==> config.mk <==
export PLATFORM = sky130hd
export DESIGN_NAME = twin_byte_timer
export DESIGN_NICKNAME = d
export VERILOG_FILES = /design/src/rtl/tbt_pkg.sv /design/src/rtl/tbt_count_half.sv /design/src/rtl/tbt_match_toggle.sv /design/src/rtl/tbt_ovf_status.sv /design/src/rtl/twin_byte_timer.sv
export SDC_FILE = /design/constraint.sdc
export NUM_CORES = 1
export LEC_CHECK = 0
export ABC_AREA = 1
export BUFFER_PORTS_ARGS = -buffer_cell sky130_fd_sc_hd__buf_4
export CAP_MARGIN = 10
export CORE_ASPECT_RATIO = 0.9
export CORE_MARGIN = 1.5
export CORE_UTILIZATION = 55
export CTS_BUF_LIST = sky130_fd_sc_hd__clkbuf_4
export DETAILED_ROUTE_END_ITERATION = 8
export GPL_ROUTABILITY_DRIVEN = 0
export GPL_TIMING_DRIVEN = 0
export PLACE_DENSITY = 0.75
export SLEW_MARGIN = 10
export SYNTH_ARGS = -nofsm -noshare
export SYNTH_HDL_FRONTEND = slang
export SYNTH_HIERARCHICAL = 1
export SYNTH_SLANG_ARGS = --single-unit
==> constraint.sdc <==
create_clock -name clk -period 4.1 [get_ports clk]
set_clock_uncertainty 0.15 [all_clocks]
set_input_delay 0.41 -clock clk [delete_from_list [all_inputs] [get_ports clk]]
set_output_delay 0.41 -clock clk [all_outputs]
set_load 0.02 [all_outputs]
==> src/rtl/tbt_pkg.sv <==
package tbt_pkg;
  localparam int BYTE_W = 8;
  localparam int ADDR_W = 3;

  typedef enum logic [ADDR_W-1:0] {
    REG_CNT_HI = 3'd0,
    REG_CNT_LO = 3'd1,
    REG_CMP_HI = 3'd2,
    REG_CMP_LO = 3'd3,
    REG_CTRL   = 3'd4,
    REG_STAT   = 3'd5
  } reg_addr_e;

  localparam int STAT_OVF_BIT  = 7;
  localparam int STAT_IE_BIT   = 1;
  localparam int STAT_CCLR_BIT = 0;
  localparam int CTRL_HI_POS   = 4;
endpackage

==> src/rtl/tbt_count_half.sv <==
module tbt_count_half #(
  parameter int W = 8
) (
  input  logic         clk,
  input  logic         rst_n,
  input  logic         load_en,
  input  logic [W-1:0] load_val,
  input  logic         clr_en,
  input  logic         inc_en,
  output logic [W-1:0] value
);
  logic [W-1:0] value_q, value_d;

  always_comb begin
    value_d = value_q;
    if (load_en)     value_d = load_val;
    else if (clr_en) value_d = '0;
    else if (inc_en) value_d = value_q + W'(1);
  end

  always_ff @(posedge clk or negedge rst_n) begin
    if (!rst_n) value_q <= '0;
    else        value_q <= value_d;
  end

  assign value = value_q;
endmodule

==> src/rtl/tbt_match_toggle.sv <==
module tbt_match_toggle (
  input  logic clk,
  input  logic rst_n,
  input  logic event_i,
  output logic toggle_o
);
  logic tog_q, tog_d;

  always_comb tog_d = event_i ? ~tog_q : tog_q;

  always_ff @(posedge clk or negedge rst_n) begin
    if (!rst_n) tog_q <= 1'b0;
    else        tog_q <= tog_d;
  end

  assign toggle_o = tog_q;
endmodule

==> src/rtl/tbt_ovf_status.sv <==
module tbt_ovf_status (
  input  logic clk,
  input  logic rst_n,
  input  logic set_i,
  input  logic rd_stat_i,
  input  logic wr_stat_i,
  input  logic wr_zero_i,
  input  logic ie_i,
  input  logic irq_en_i,
  output logic flag_o,
  output logic irq_o
);
  logic flag_q, flag_d, armed_q, armed_d;

  always_comb begin
    flag_d  = flag_q;
    armed_d = armed_q;
    if (set_i)                                flag_d = 1'b1;
    else if (wr_stat_i && wr_zero_i && armed_q) flag_d = 1'b0;
    if (wr_stat_i)                            armed_d = 1'b0;
    else if (rd_stat_i && flag_q)             armed_d = 1'b1;
  end

  always_ff @(posedge clk or negedge rst_n) begin
    if (!rst_n) begin
      flag_q  <= 1'b0;
      armed_q <= 1'b0;
    end else begin
      flag_q  <= flag_d;
      armed_q <= armed_d;
    end
  end

  assign flag_o = flag_q;
  assign irq_o  = flag_q & ie_i & irq_en_i;
endmodule

==> src/rtl/twin_byte_timer.sv <==
module twin_byte_timer #(
  parameter int N_TICK = 8
) (
  input  logic                      clk,
  input  logic                      rst_n,
  input  logic [N_TICK-1:0]         tick_i,
  input  logic                      irq_en_i,
  input  logic                      wr_en_i,
  input  logic                      rd_en_i,
  input  logic [2:0]                addr_i,
  input  logic [7:0]                wdata_i,
  output logic [7:0]                rdata_o,
  output logic                      irq_o,
  output logic                      tog_hi_o,
  output logic                      tog_lo_o
);
  import tbt_pkg::*;
  localparam int SEL_W  = $clog2(N_TICK);
  localparam int FULL_W = 2 * BYTE_W;

  // reset: asserted asynchronously, released after two clock edges
  logic [1:0] rst_sync_q;
  logic       rst_int_n;
  always_ff @(posedge clk or negedge rst_n) begin
    if (!rst_n) rst_sync_q <= 2'b00;
    else        rst_sync_q <= {rst_sync_q[0], 1'b1};
  end
  assign rst_int_n = rst_sync_q[1];

  reg_addr_e           addr_e;
  logic [BYTE_W-1:0]   cmp_h_q, cmp_h_d, cmp_l_q, cmp_l_d, temp_q, temp_d;
  logic [SEL_W-1:0]    hsel_q, hsel_d, lsel_q, lsel_d;
  logic                ovie_q, ovie_d, cclr_q, cclr_d;
  logic                split, tick_lo, tick_hi;
  logic                wr_hi, wr_lo, rd_hi, wr_stat, rd_stat;
  logic [FULL_W-1:0]   full_cnt, cmp_full;
  logic                ev16, ovf_set, ovf_flag, clr16;
  logic [1:0]          ld_en, clr_en, inc_en, tog_ev, tog_q;
  logic [BYTE_W-1:0]   ld_val [2];
  logic [BYTE_W-1:0]   cnt    [2];

  assign addr_e  = reg_addr_e'(addr_i);
  assign split   = hsel_q[SEL_W-1];
  assign tick_lo = tick_i[lsel_q];
  assign tick_hi = tick_i[hsel_q];
  assign wr_hi   = wr_en_i && (addr_e == REG_CNT_HI);
  assign wr_lo   = wr_en_i && (addr_e == REG_CNT_LO);
  assign rd_hi   = rd_en_i && (addr_e == REG_CNT_HI);
  assign wr_stat = wr_en_i && (addr_e == REG_STAT);
  assign rd_stat = rd_en_i && (addr_e == REG_STAT);

  assign full_cnt = {cnt[1], cnt[0]};
  assign cmp_full = {cmp_h_q, cmp_l_q};
  assign ev16     = !split && tick_lo && !wr_lo && (full_cnt == cmp_full);
  assign clr16    = ev16 && cclr_q;
  assign ovf_set  = !split && tick_lo && !wr_lo && (&full_cnt);

  // per-half controls: index 0 is the low byte, 1 the high byte
  always_comb begin
    ld_en[0]  = wr_lo;
    ld_val[0] = wdata_i;
    clr_en[0] = clr16;
    inc_en[0] = tick_lo;
    ld_en[1]  = split ? wr_hi : wr_lo;
    ld_val[1] = split ? wdata_i : temp_q;
    clr_en[1] = clr16;
    inc_en[1] = split ? tick_hi : (tick_lo && (&cnt[0]));
    tog_ev[0] = split && tick_lo && !wr_lo && (cnt[0] == cmp_l_q);
    tog_ev[1] = split ? (tick_hi && !wr_hi && (cnt[1] == cmp_h_q)) : ev16;
  end

  for (genvar h = 0; h < 2; h++) begin : g_half
    tbt_count_half #(.W(BYTE_W)) i_cnt (
      .clk      (clk),
      .rst_n    (rst_int_n),
      .load_en  (ld_en[h]),
      .load_val (ld_val[h]),
      .clr_en   (clr_en[h]),
      .inc_en   (inc_en[h]),
      .value    (cnt[h])
    );
    tbt_match_toggle i_tog (
      .clk      (clk),
      .rst_n    (rst_int_n),
      .event_i  (tog_ev[h]),
      .toggle_o (tog_q[h])
    );
  end

  tbt_ovf_status i_stat (
    .clk       (clk),
    .rst_n     (rst_int_n),
    .set_i     (ovf_set),
    .rd_stat_i (rd_stat),
    .wr_stat_i (wr_stat),
    .wr_zero_i (!wdata_i[STAT_OVF_BIT]),
    .ie_i      (ovie_q),
    .irq_en_i  (irq_en_i),
    .flag_o    (ovf_flag),
    .irq_o     (irq_o)
  );

  // configuration and holding register next state
  always_comb begin
    cmp_h_d = cmp_h_q;
    cmp_l_d = cmp_l_q;
    hsel_d  = hsel_q;
    lsel_d  = lsel_q;
    ovie_d  = ovie_q;
    cclr_d  = cclr_q;
    temp_d  = temp_q;
    if (!split && rd_hi) temp_d = cnt[0];
    if (wr_en_i) begin
      case (addr_e)
        REG_CNT_HI: if (!split) temp_d = wdata_i;
        REG_CMP_HI: cmp_h_d = wdata_i;
        REG_CMP_LO: cmp_l_d = wdata_i;
        REG_CTRL: begin
          lsel_d = wdata_i[SEL_W-1:0];
          hsel_d = wdata_i[CTRL_HI_POS +: SEL_W];
        end
        REG_STAT: begin
          ovie_d = wdata_i[STAT_IE_BIT];
          cclr_d = wdata_i[STAT_CCLR_BIT];
        end
        default: ;
      endcase
    end
  end

  always_ff @(posedge clk or negedge rst_int_n) begin
    if (!rst_int_n) begin
      cmp_h_q <= '0;
      cmp_l_q <= '0;
      hsel_q  <= '0;
      lsel_q  <= '0;
      ovie_q  <= 1'b0;
      cclr_q  <= 1'b0;
      temp_q  <= '0;
    end else begin
      cmp_h_q <= cmp_h_d;
      cmp_l_q <= cmp_l_d;
      hsel_q  <= hsel_d;
      lsel_q  <= lsel_d;
      ovie_q  <= ovie_d;
      cclr_q  <= cclr_d;
      temp_q  <= temp_d;
    end
  end

  always_comb begin
    rdata_o = '0;
    case (addr_e)
      REG_CNT_HI: rdata_o = cnt[1];
      REG_CNT_LO: rdata_o = split ? cnt[0] : temp_q;
      REG_CMP_HI: rdata_o = cmp_h_q;
      REG_CMP_LO: rdata_o = cmp_l_q;
      REG_CTRL: begin
        rdata_o[SEL_W-1:0]           = lsel_q;
        rdata_o[CTRL_HI_POS +: SEL_W] = hsel_q;
      end
      REG_STAT: begin
        rdata_o[STAT_OVF_BIT]  = ovf_flag;
        rdata_o[STAT_IE_BIT]   = ovie_q;
        rdata_o[STAT_CCLR_BIT] = cclr_q;
      end
      default: ;
    endcase
  end

  assign tog_hi_o = tog_q[1];
  assign tog_lo_o = tog_q[0];
endmodule

# ---- After elaboration in Yosys (flattened, before gate mapping)
# Index checks and enable logic that the tools add are counted.
dict set report totals {
  reg_bits 54
  mem_bits_ro 0
  latch_bits 0
  mem_count 0
  input_bits 24
  mem_bits_rw 0
}
dict set report classes {
  n_bitwise 4
  n_eq_ne 8
  n_addsub 2
  n_reduce_logical 35
  n_mux 28
  magnitude_cmp 2
  multipliers 0
  div_mod_pow 0
  shifts 0
}
# op n
set ops {}
lappend ops {{8-bit 2-to-1 mux} 12}
lappend ops {{1-bit logical AND} 20}
lappend ops {{8-bit by 1-bit adder with 8-bit output, second input constant} 2}
lappend ops {{16-bit == test} 1}
lappend ops {{8-bit == test} 2}
lappend ops {{16-bit AND reduction} 1}
lappend ops {{3-bit one-hot mux with 5 select lines} 1}
lappend ops {{2-bit one-hot mux with 6 select lines} 1}
lappend ops {{1-bit one-hot mux with 5 select lines} 2}
lappend ops {{1-bit 2-to-1 mux} 9}
lappend ops {{3-bit by 4-bit < comparator with 1-bit output, second input constant} 2}
lappend ops {{2-bit AND reduction} 4}
lappend ops {{8-bit AND reduction} 1}
lappend ops {{1-bit binary-select mux with 3-bit select} 2}
lappend ops {{3-bit by 2-bit == test with 1-bit output, second input constant} 2}
lappend ops {{3-bit == test, second input constant} 2}
lappend ops {{3-bit nonzero test} 2}
lappend ops {{1-bit zero test} 4}
lappend ops {{1-bit one-hot mux with 4 select lines} 1}
lappend ops {{2-bit nonzero test} 2}
lappend ops {{3-bit by 1-bit == test with 1-bit output, second input constant} 1}
lappend ops {{3-bit zero test} 1}
lappend ops {{1-bit AND} 2}
lappend ops {{1-bit NOT} 2}

# ---- Depth between registers and ports, before layout
# Gate-level depths: netlist (run 1).
dict set report logic_depth {
  word_depth 8
  depth_mapped 14
  ltp_nobuf 14
}

# ---- Hierarchy
# Netlist (run 1), hierarchy kept.
# mod area_each_um2 instances cells_per_inst seq_area_each_um2
set modules_own_cells {}
lappend modules_own_cells {twin_byte_timer 2462.4 1 366 850.8}
lappend modules_own_cells {tbt_count_half 533.0 2 70 200.2}
lappend modules_own_cells {tbt_ovf_status 88.8 1 10 50.0}
lappend modules_own_cells {tbt_match_toggle 43.8 2 6 25.0}

# ---- Worst setup path before layout (run 1)
# No wires, ideal clock.
dict set report synth_path {
  path_type {register -> register}
  start {reg g_half[0].i_cnt.value_q[2]}
  end {reg g_half[1].i_cnt.value_q[3]}
  setup_time_ns 0.129
  stages_incl_launch_ff 13
  t_required_ns 3.821
  path_slack_ns 1.930
  synth_period_minus_slack_ns 2.170
  t_arrival_ns 1.891
  path_cell_list {dfrtp_1 -> xnor2_1 -> nand2_1 -> nor2_1 -> nand2_1 -> nor2_1 -> nand2_1 -> nor2_1 -> nor2_8 -> nand2_4 -> clkinv_4 -> a21oi_1 -> a22oi_1}
}
dict set report synth_via {
  elab_chain_cells 5
}
# item line
set synth_rtl {}
lappend synth_rtl {{from (decl)} tbt_count_half.sv:12} ;# logic [W-1:0] value_q, value_d;
lappend synth_rtl {{from (signal assigned)} tbt_count_half.sv:23} ;# else value_q <= value_d;
lappend synth_rtl {{16-bit == test *} twin_byte_timer.sv:54} ;# assign ev16 = !split && tick_lo && !wr_lo && (full_cnt == cmp_full);
lappend synth_rtl {{1-bit logical AND *} twin_byte_timer.sv:54}
lappend synth_rtl {{1-bit logical AND *} twin_byte_timer.sv:55} ;# assign clr16 = ev16 && cclr_q;
lappend synth_rtl {{named net clr16} twin_byte_timer.sv:37} ;# logic ev16, ovf_set, ovf_flag, clr16;
lappend synth_rtl {{8-bit 2-to-1 mux} tbt_count_half.sv:17} ;# else if (clr_en) value_d = '0;
lappend synth_rtl {{8-bit 2-to-1 mux} tbt_count_half.sv:16} ;# if (load_en) value_d = load_val;
lappend synth_rtl {{to (signal assigned)} tbt_count_half.sv:23}
lappend synth_rtl {{to (decl)} tbt_count_half.sv:12}
# Mark *: on every way through the listed nets, which the timed path passes. The rest lies on a longest branch.
# A chain may end at the register's enable or synchronous reset.

# ---- Worst setup path in the final report (run 1)
dict set report layout_path {
  start {reg g_half[0].i_cnt.value_q[1]}
  end {reg g_half[0].i_cnt.value_q[6]}
}
dict set report layout_via {
  elab_chain_cells 5
}
# item line
set layout_rtl {}
lappend layout_rtl {{16-bit == test *} twin_byte_timer.sv:54}
lappend layout_rtl {{1-bit logical AND *} twin_byte_timer.sv:54}
lappend layout_rtl {{1-bit logical AND *} twin_byte_timer.sv:55}
lappend layout_rtl {{named net clr16} twin_byte_timer.sv:37}
lappend layout_rtl {{8-bit 2-to-1 mux} tbt_count_half.sv:17}
lappend layout_rtl {{8-bit 2-to-1 mux} tbt_count_half.sv:16}
# Mark *: on every way through the listed nets, which the timed path passes. The rest lies on a longest branch. The select of a mux whose other input is x is not followed.

==> results of run 1 <==
==> layout by cell type (no fill, tap or decap), types with 3 or more instances in the layout <==
cell type / n
a21oi_1: 35
a21oi_2: 3
a22oi_1: 4
buf_4: 35
buf_6: 6
clkbuf_4: 5
dfrtp_1: 53
inv_1: 65
inv_2: 7
nand2_1: 155
nand2_2: 5
nand2_4: 5
nand3_1: 37
nand3b_1: 3
nand4_1: 5
nor2_1: 42
nor2_8: 3
o211ai_1: 4
o21ai_0: 27
o21ai_1: 23
o21ai_2: 8
o21bai_1: 4
xnor2_1: 11
==> through the flow <==
stage	power, mW	cell area [um^2]	hold slack (ps)	utilization (%)	setup slack (ps)
2_1_floorplan	1.57	3700	-35.6	-	1930
3_3_place_gp	1.82	4070	42.3	62.2	1390
3_5_place_dp	1.86	4090	42.9	62.5	1320
4_1_cts	2.09	4160	119	63.5	1280
5_1_grt	2.28	4160	136	63.5	1100
6_report	2.11	4160	123	63.5	1210
==> cells by family after synthesis <==
family | synth area share (%)
fa+ha+maj | 0.675
compound gates | 16.9
xor+xnor | 2.60
buf+inv | 10.4
other cells | 0.101
simple gates | 32.9
flops | 36.5
==> final cells by class <==
type	instances	area, um^2	share of cell area [%]
Clock inverter	3	16.3	0.391
Multi-Input combinational cell	389	1970	47.3
Buffer	9	83.8	2.02
Clock buffer	5	37.5	0.903
Sequential cell	54	1350	32.5
Inverter	76	303	7.28
Timing Repair Buffer	36	285	6.86
Tap cell	90	113	2.71
==> final timing paths <==
path	end	cells after the start	startpoint
max reg2reg	g_half[0].i_cnt/value[6]	12	g_half[0].i_cnt/value[1]
min reg2reg	cmp_h_q[2]	0	rst_sync_q[1]
min	cclr_q	3	wdata_i[0]
min in group asynchronous	cmp_h_q[2]	0	rst_sync_q[1]
max	g_half[0].i_cnt/value[6]	12	g_half[0].i_cnt/value[1]
max in group asynchronous	asynchronous set/reset pin	1	rst_sync_q[1]
==> metal layers <==
layer	vias up	wire (um)
met5	-	0
li1	1778	-
met4	0	216
met1	1734	4560
met3	30	805
met2	159	4840
==> worst min-delay path, cell delays in order <==
cell,delay [ps]
buf_4,110
nand2_1,50
o21ai_0,60
==> power by group <==
group	total, mW	switching [mW]	internal, mW	leakage (nW)
Combinational	0.944	0.554	0.390	1.47
Clock	0.241	0.176	0.0643	0.0286
Sequential	0.928	0.250	0.678	0.645
Total	2.11	0.980	1.13	2.15
==> reports/metrics.csv, run 1 <==
stage,metric,value,unit
run_status,status,"complete, no violations",
sta,fmax,0.346,GHz
worst_setup_path,end_kind,flip-flop,
die,die_width,89.5,um
detailed_routing,viasPerCell,5.59,
logic_synthesis,synthesis.area,0.00370,mm^2
detailed_routing,vias,3701,
detailed_routing,first_pass_iters,5,
power_and_ir_drop,pwr_density_cell,508,mW/mm^2
logic_synthesis,yosysTopAreaCell,dfrtp_1,
cts,path_clk_slew,160,ps
logic_synthesis,ys.warnings.count,6,
cts,tritoncts,built,
worst_setup_path,arrival,3030,ps
global_route,overflow,0,
sta,timing.final.crit_share,70.5,%
die,coreArea,0.00655,mm^2
die,die_area,0.00724,mm^2
cts,cts_made_buffers,5,
logic_synthesis,async_reset_ff_share,100,%
die,ioPinCount,35,
detailed_routing,drt-initial-drc-count,355,
sta,hold_violations,0,
layout,final_net_count,597,
logic_synthesis,netlist_top_cells_count,"155 x nand2_1, 65 x inv_1, 54 x dfrtp_1",
die,die_height,80.9,um
sta,tightest_slew,843,ps
logic_synthesis,yosys.cell_types.count,38,
sta,setup_viol,0,
placed_design,dp.cells,653,
logic_synthesis,ys.flop_type,dfrtp_1,
hold_path,hold_class,input pin to flip-flop,
global_route,grt_max_degree,28,
logic_synthesis,yosysSeqAreaShare,36.5,%
worst_setup_path,crit_path_start_kind,flip-flop,
cts,holdBufCountCts,1,
logic_synthesis,ys_ff_latch,54,
die,rows,28,
global_route,grt_pass1_wl,16.5,mm
cts,worstSkewPairLatency,380,ps
power_and_ir_drop,p_leak,2.15,nW
worst_setup_path,reg2reg_slack,1210,ps
cts,h-tree-depth,2,
cts,post_cts_resized,0,
worst_setup_path,crit_chain,xnor2_1 -> nand2_1 -> nor2_1 -> nand2_1 -> nor2_1 -> nand2_1 -> nor2_1 -> nor2_8 -> nand2_4 -> clkinv_4 -> a21oi_1 -> a21oi_1,
global_route,top_usage_layer,met2,
logic_synthesis,synth_edf_count,0,
cts,cts_setup_buffers,0,
global_route,grt_antenna_before_repair,0,
logic_synthesis,synth_most_common_cell,nand2_1,
global_route,grt_pass1_vias,3375,
layout,antenna-diode-count,0,
detailed_routing,antenna_left,0,
power_and_ir_drop,ir_drop,0.370,mV
worst_setup_path,slowest_stage,nor2_1,
die,initial_utilization,56.6,%
sta,final.setup.tns,0,ps
worst_setup_path,path_delay_family,simple AND/OR/NAND/NOR gates,
worst_setup_path,critical_path_required,4240,ps
detailed_routing,avgRoutedWirePerCell,15.7,um
sta,min_period,2890,ps
global_route,grtUsageMet2,50.5,%
global_route,track_usage,30.7,%
sta,max_slew_margin,43.6,%
logic_synthesis,synth_top_area_share,36.5,%
worst_setup_path,worstSetupPathType,flip-flop to flip-flop,
detailed_routing,wirelength,10.4,mm
job,drv_cap,0,
cts,cts.sinks,54,
global_route,met1_usage,42.3,%
placed_design,hpwl,8.08,mm
worst_setup_path,slowest_delay,650,ps
logic_synthesis,syn_avg_cell_area,7.02,um^2
logic_synthesis,synthTopCellsByArea,"dfrtp_1 36%, nand2_1 16%, inv_1 6.6%",
worst_setup_path,worstPathMaxFanout,9,
logic_synthesis,synth_nets,554,
detailed_routing,drc,0,
cts,clock_path_buffers,2,
logic_synthesis,netlist_instances,528,
sta,rsz0062_at_grt,false,
global_route,grt_use_met3,5.08,%
placed_design,io_buffers,34,
layout,final_cells,662,
layout,syn_to_final_growth,12.2,%
sta,drv_slew,0,
worst_setup_path,crit_buf_inv,1,
layout,drive_gt1_share,16.1,%
cts,cts_root_buf,clkbuf_4,
layout,fill_cells,623,
Note: power is estimated with default switching activity, not from simulation.
==> run 2, diff against run 1 <==
--- a/config.mk
+++ b/config.mk
@@ -5,7 +5,7 @@
 export SDC_FILE = /design/constraint.sdc
 export NUM_CORES = 1
 export LEC_CHECK = 0
-export ABC_AREA = 1
+export ABC_AREA = 0
 export BUFFER_PORTS_ARGS = -buffer_cell sky130_fd_sc_hd__buf_4
 export CAP_MARGIN = 10
 export CORE_ASPECT_RATIO = 0.9
==> constraint.sdc (replaced) <==
create_clock -name clk -period 2.7 [get_ports clk]
set_clock_uncertainty 0.15 [all_clocks]
set_input_delay 0.27 -clock clk [delete_from_list [all_inputs] [get_ports clk]]
set_output_delay 0.27 -clock clk [all_outputs]
set_load 0.02 [all_outputs]
==> run 2 against run 1 <==
  * Worst setup slack lost 1100 ps
  * Synthesized cell count fell by 34%
  * Non-clock buffer count increased by 14
  * Worst hold slack got worse by 96 ps
  * Clock power increased by 100%
  * Sequential power rose by 52%
  * Design area is 4.6% lower
  * Highest routed layer unchanged
  * Sequential share of layout area grew 1.6 points
  * Fmax grew 11%
  * First-iteration DRC count is 14% higher
  * Critical path type unchanged
==> reports/metrics.csv, run 2 <==
stage,metric,value,unit
power_and_ir_drop,pwr_density_cell,772,mW/mm^2
layout,layout_common_cells,"52 x dfrtp_1, 39 x nand2_1, 35 x mux2_2, 35 x buf_4",
worst_setup_path,crit_buf_inv,1,
logic_synthesis,synth_top_area_share,39.3,%
sta,hold_violations,0,
worst_setup_path,worstSetupPathType,flip-flop to flip-flop,
global_route,overflow,0,
logic_synthesis,yosysSeqAreaShare,39.3,%
detailed_routing,vias,3077,
sta,timing.final.crit_share,96.2,%
logic_synthesis,ys_ff_latch,54,
logic_synthesis,synth_most_common_cell,dfrtp_1,
detailed_routing,drc,0,
logic_synthesis,yosysTopAreaCell,dfrtp_1,
placed_design,hpwl,6.97,mm
global_route,track_usage,30.3,%
detailed_routing,viasPerCell,6.55,
power_and_ir_drop,ir_drop,0.405,mV
layout,syn_to_final_growth,15.3,%
detailed_routing,wirelength,9.62,mm
layout,antenna-diode-count,0,
detailed_routing,first_pass_iters,5,
layout,final_net_count,423,
cts,cts.sinks,54,
global_route,grtUsageMet2,47.3,%
logic_synthesis,yosys.cell_types.count,48,
die,die_height,78.0,um
global_route,grt_use_met3,5.36,%
worst_setup_path,critical_path_required,2850,ps
die,ioPinCount,35,
global_route,top_usage_layer,met2,
worst_setup_path,slowest_delay,550,ps
logic_synthesis,ys.warnings.count,6,
logic_synthesis,syn_avg_cell_area,9.80,um^2
sta,min_period,2600,ps
cts,h-tree-depth,2,
worst_setup_path,arrival,2740,ps
worst_setup_path,end_kind,flip-flop,
logic_synthesis,async_reset_ff_share,100,%
layout,layout_commonest_cell,dfrtp_1,
global_route,grt_pass1_wl,15.4,mm
logic_synthesis,synth_nets,377,
global_route,grt_pass1_vias,2947,
die,coreArea,0.00608,mm^2
detailed_routing,drt-initial-drc-count,406,
worst_setup_path,slowest_stage,mux4_2,
detailed_routing,antenna_left,0,
sta,drv_slew,0,
placed_design,dp.cells,456,
layout,drive_gt1_share,27.6,%
cts,worstSkewPairLatency,400,ps
global_route,met1_usage,43.6,%
layout,final_cells,470,
die,die_area,0.00674,mm^2
worst_setup_path,crit_chain,mux4_2 -> mux2i_4 -> or3_1 -> o21ai_1 -> buf_4 -> or3_1 -> o22ai_1 -> nor3_1,
worst_setup_path,path_delay_family,multiplexers,
placed_design,io_buffers,32,
sta,fmax,0.385,GHz
job,drv_cap,0,
worst_setup_path,crit_top_cell,or3_1,
sta,tightest_slew,736,ps
sta,setup_viol,0,
cts,path_clk_slew,170,ps
worst_setup_path,worstPathMaxFanout,7,
global_route,grt_max_degree,32,
detailed_routing,avgRoutedWirePerCell,20.5,um
cts,clock_path_buffers,2,
die,rows,27,
sta,max_slew_margin,51.0,%
logic_synthesis,synthTopCellsByArea,"dfrtp_1 39%, mux2_2 11%, xnor2_1 4.6%",
run_status,status,"complete, no violations",
logic_synthesis,synthesis.area,0.00344,mm^2
global_route,grt_antenna_before_repair,0,
sta,rsz0062_at_grt,false,
cts,cts_root_buf,clkbuf_4,
placed_design,place_area,0.00380,mm^2
logic_synthesis,netlist_instances,351,
cts,cts_made_buffers,5,
layout,design_area,0.00397,mm^2
die,initial_utilization,56.6,%
die,die_width,86.4,um
worst_setup_path,crit_path_start_kind,flip-flop,
cts,tritoncts,built,
logic_synthesis,netlist_top_cells_count,"54 x dfrtp_1, 40 x nand2_1, 35 x mux2_2",
logic_synthesis,synth_edf_count,0,
hold_path,hold_class,input pin to flip-flop,
logic_synthesis,ys.flop_type,dfrtp_1,
power_and_ir_drop,p_leak,1.72,nW
==> run 2: cell types whose count changed after synthesis, moves of 8 or more <==
cell / before / now
o21ai_1: 23 / 3
nand3_1: 37 / 9
o21ai_2: 8 / 0
o21a_1: 0 / 8
buf_2: 1 / 12
a21oi_1: 35 / 18
a22oi_1: 4 / 14
nand2_1: 155 / 40
inv_1: 65 / 4
nor2_1: 42 / 16
mux2_2: 0 / 35
o21ai_0: 27 / 19
==> run 2: final timing paths <==
path	start	to	slack, ps	depth (start not counted)
max in group asynchronous	rst_sync_q[1]	cmp_l_q[7]	1640	1
setup / recovery	lsel_q[0]	g_half[1].i_cnt/value[5]	100	8
min in group asynchronous	rst_sync_q[1]	g_half[0].i_cnt/value[0]	190	0
hold / removal	wdata_i[0]	cmp_l_q[0]	30	2
hold reg to reg	rst_sync_q[1]	g_half[0].i_cnt/value[0]	190	0
setup reg to reg	lsel_q[0]	g_half[1].i_cnt/value[5]	100	8
==> run 2: power breakdown <==
group	internal [mW]	total [mW]	switching, mW
logic	0.620	1.17	0.550
clock network	0.202	0.484	0.282
registers	1.02	1.41	0.393
total	1.84	3.06	1.22
==> run 2: layout make-up <==
class / instances / area [um^2]
Fill cell: 510 / 2110
Multi-Input combinational cell: 273 / 2010
Sequential cell: 54 / 1350
Timing Repair Buffer: 39 / 323
Buffer: 20 / 93.8
Tap cell: 72 / 90.1
Clock inverter: 3 / 47.5
Clock buffer: 5 / 37.5
Inverter: 4 / 15.0
==> run 2: layer usage <==
metal,part of all wire (%),vias to the layer above
met3,9.9,16
li1,-,1392
met5,0,-
met2,45,185
met1,44,1484
met4,1.8,0
==> run 2: stage by stage <==
| step | power [mW] | setup TNS (ps) | setup slack, ps | hold slack (ps) | util, % |
|---|---|---|---|---|---|
| after floorplan | 2.14 | 0 | 335 | -176 | - |
| after CTS | 3.03 | 0 | 23.5 | 2.36 | 64.8 |
| final | 3.06 | 0 | 103 | 27.0 | 65.2 |
| after detailed placement | 2.52 | -450 | -102 | -96.4 | 62.5 |
| after global placement | 2.49 | -133 | -41.5 | -97.9 | 62.0 |
| after global routing | 3.24 | 0 | 1.18 | -0.357 | 65.2 |
==> run 2: cell families (layout without fill, tap and decap cells) <==
logic type                 Yosys count  in the layout  share of synthesized area (%)
AOI/OAI and AO/OA                   85             85                           16.3
xor gates and xnor gates            22             22                           5.60
adders and majority gates            2              2                          0.727
buffers and inverters               24             71                           3.05
DFF                                 54             54                           39.3
muxes                               49             49                           17.7
other                                1              1                          0.109
and+or+nand+nor                    114            114                           17.2
==> run 2: what timing repair did <==
item                                    CTS  global route
resized for setup                         4            10
pin swaps                                 0             0
hold endpoints to repair                  4             1
setup buffers                             1             1
endpoints found under the setup margin    8            11
hold buffers                              3             1
==> run 3, diff against run 2 <==
==> constraint.sdc (replaced) <==
create_clock -name clk -period 2.7 [get_ports clk]
set_clock_uncertainty 0.15 [all_clocks]
set_input_delay 0.405 -clock clk [delete_from_list [all_inputs] [get_ports clk]]
set_output_delay 0.405 -clock clk [all_outputs]
set_load 0.02 [all_outputs]
==> run 3 against run 2 <==
  * Count of clock-buffer cells in the layout stayed put
  * First-iteration DRC count decreased by 24%
  * Register-to-register slack about the same
  * Critical endpoint is now rdata_o[0]
  * Largest power group unchanged
==> reports/metrics.csv, run 3 (same netlist as run 2, synthesis figures left out) <==
stage,metric,value,unit
detailed_routing,wirelength,9.58,mm
layout,drive_gt1_share,29.0,%
sta,fmax,0.384,GHz
die,die_area,0.00674,mm^2
detailed_routing,vias,3064,
hold_path,holdPathStages,3,
die,initial_utilization,56.6,%
layout,fill_cells,508,
layout,antenna-diode-count,0,
layout,finish.utilization,65.2,%
global_route,grt_antenna_before_repair,0,
job,drv_cap,0,
worst_setup_path,crit_path_start_kind,flip-flop,
cts,cts_made_buffers,5,
global_route,overflow,0,
layout,multiInputGateArea,0.00201,mm^2
cts,h-tree-depth,2,
sta,drv_slew,0,
detailed_routing,drt-initial-drc-count,308,
power_and_ir_drop,p_comb_share,38.5,%
cts,tritoncts,built,
power_and_ir_drop,p_leak,1.72,nW
worst_setup_path,reg2reg_slack,100,ps
cts,clock_path_buffers,2,
global_route,grt_pass1_vias,2943,
global_route,met1_usage,43.6,%
hold_path,worstHoldEndpoint,g_half[0].i_cnt/value[3],
worst_setup_path,worstSetupPathType,flip-flop to output pin,
hold_path,worstHoldStart,wdata_i[3],
cts,cts_root_buf,clkbuf_4,
die,coreArea,0.00608,mm^2
layout,layout_common_cells,"51 x dfrtp_1, 39 x nand2_1, 37 x buf_4",
power_and_ir_drop,p_int,1.85,mW
worst_setup_path,slowest_stage,mux4_2,
detailed_routing,antenna_left,0,
global_route,track_usage,30.3,%
run_status,status,"complete, no violations",
worst_setup_path,worstPathMaxFanout,8,
sta,final.setup.tns,0,ps
global_route,top_usage_layer,met2,
detailed_routing,viasPerCell,6.53,
power_and_ir_drop,ir_drop,0.405,mV
power_and_ir_drop,power_switching,1.23,mW
sta,timing.final.crit_share,96.4,%
worst_setup_path,critical_path_required,2140,ps
layout,design_area,0.00397,mm^2
die,die_width,86.4,um
placed_design,place_area,0.00380,mm^2
power_and_ir_drop,p_seq_share,45.9,%
cts,path_clk_slew,170,ps
die,die_height,78.0,um
detailed_routing,first_pass_iters,5,
layout,final_net_count,422,
worst_setup_path,crit_chain,buf_6 -> mux2_2 -> mux4_2 -> o21a_1 -> buf_4,
worst_setup_path,r2r-end,g_half[1].i_cnt/value[5],
cts,cts.sinks,54,
sta,setup_viol,0,
global_route,grtUsageMet2,47.3,%
sta,hold_violations,0,
sta,max_slew_margin,50.7,%
hold_path,hold_class,input pin to flip-flop,
sta,rsz0062_at_grt,false,
layout,ff_latch_area,0.00136,mm^2
global_route,grt_use_met3,5.36,%
global_route,grt_pass1_wl,15.3,mm
global_route,grt_max_degree,32,
worst_setup_path,r2r_start,lsel_q[0],
power_and_ir_drop,power,3.08,mW
detailed_routing,avgRoutedWirePerCell,20.4,um
placed_design,hpwl,6.97,mm
sta,min_period,2600,ps
die,rows,27,
power_and_ir_drop,pwr_density_cell,776,mW/mm^2
worst_setup_path,arrival,2050,ps
detailed_routing,drc,0,
sta,tightest_slew,739,ps
power_and_ir_drop,p_clk_share,15.6,%
die,ioPinCount,35,
layout,syn_to_final_growth,15.2,%
power_and_ir_drop,switching_share,39.9,%
worst_setup_path,r2r_cells,8,
cts,worstSkewPairLatency,390,ps
worst_setup_path,end_kind,output pin,
layout,layout_commonest_cell,dfrtp_1,
placed_design,io_buffers,32,
worst_setup_path,slowest_delay,450,ps
==> run 3: changes by cell type in the layout (fill, tap and decap cells not counted), sizes merged <==
cell | previous run | this run
dlygate4sd3 | 4 | 1
clkbuf | 10 | 11
buf | 50 | 51
==> run 3: worst max path at each step <==
stage                     depth (start not counted)  slack (ps)                  endpoint  startpoint
after floorplan                                   7         340  g_half[1].i_cnt/value[5]   lsel_q[0]
final                                             5         100                rdata_o[0]   hsel_q[2]
after global placement                            8         -70  g_half[0].i_cnt/value[7]   tick_i[3]
after CTS                                         5          20                rdata_o[0]   hsel_q[2]
after global routing                              8          10  g_half[1].i_cnt/value[3]   lsel_q[0]
after detailed placement                          8        -130  g_half[0].i_cnt/value[7]   tick_i[1]
==> run 3: stage by stage <==
step / std cells / setup WS [ps] / hold WS [ps]
finish: 469 / 97.1 / 128
global route: 469 / 9.68 / 107
CTS: 466 / 18.5 / 115
detailed placement: 456 / -130 / 38.6
global placement: 455 / -72.6 / 37.1
floorplan: 351 / 335 / -40.6
==> run 3: critical path: cells and delay by family, from the launching register on <==
| kind | cells | cell delay, ps |
|---|---|---|
| buffers and inverters | 2 | 290 |
| AOI/OAI and AO/OA | 1 | 200 |
| muxes | 2 | 790 |
| DFF | 1 | 380 |
==> run 3: final cells by class <==
type	instances	area share (%)
clock buffers	5	0.947
well taps	72	2.27
clock inverters	3	1.20
inverters	4	0.379
multi-input cells	273	50.7
plain buffers	20	2.56
repair buffers	38	7.76
flip-flops and latches	54	34.2
==> run 3: timing repair <==
action	4_1_cts	5_1_grt
setup endpoints to repair	8	18
cloned	0	0
resized for setup	4	15
endpoints found under the hold margin	2	0
setup buffers	1	3
hold buffers	1	0
==> run 3: per-layer routing <==
layer | share of wire, % | up-vias
met1 | 45 | 1479
met3 | 8.8 | 19
met4 | 2.1 | 0
met2 | 45 | 177
met5 | 0 | -
li1 | - | 1389
==> run 3: power groups by stage <==
stage	Clock [mW]	Combinational, mW	Sequential, mW
global placement	0	1.08	1.41
detailed placement	0	1.11	1.41
floorplan	0	0.844	1.30
global route	0.521	1.29	1.45
CTS	0.492	1.14	1.39
finish	0.481	1.18	1.41
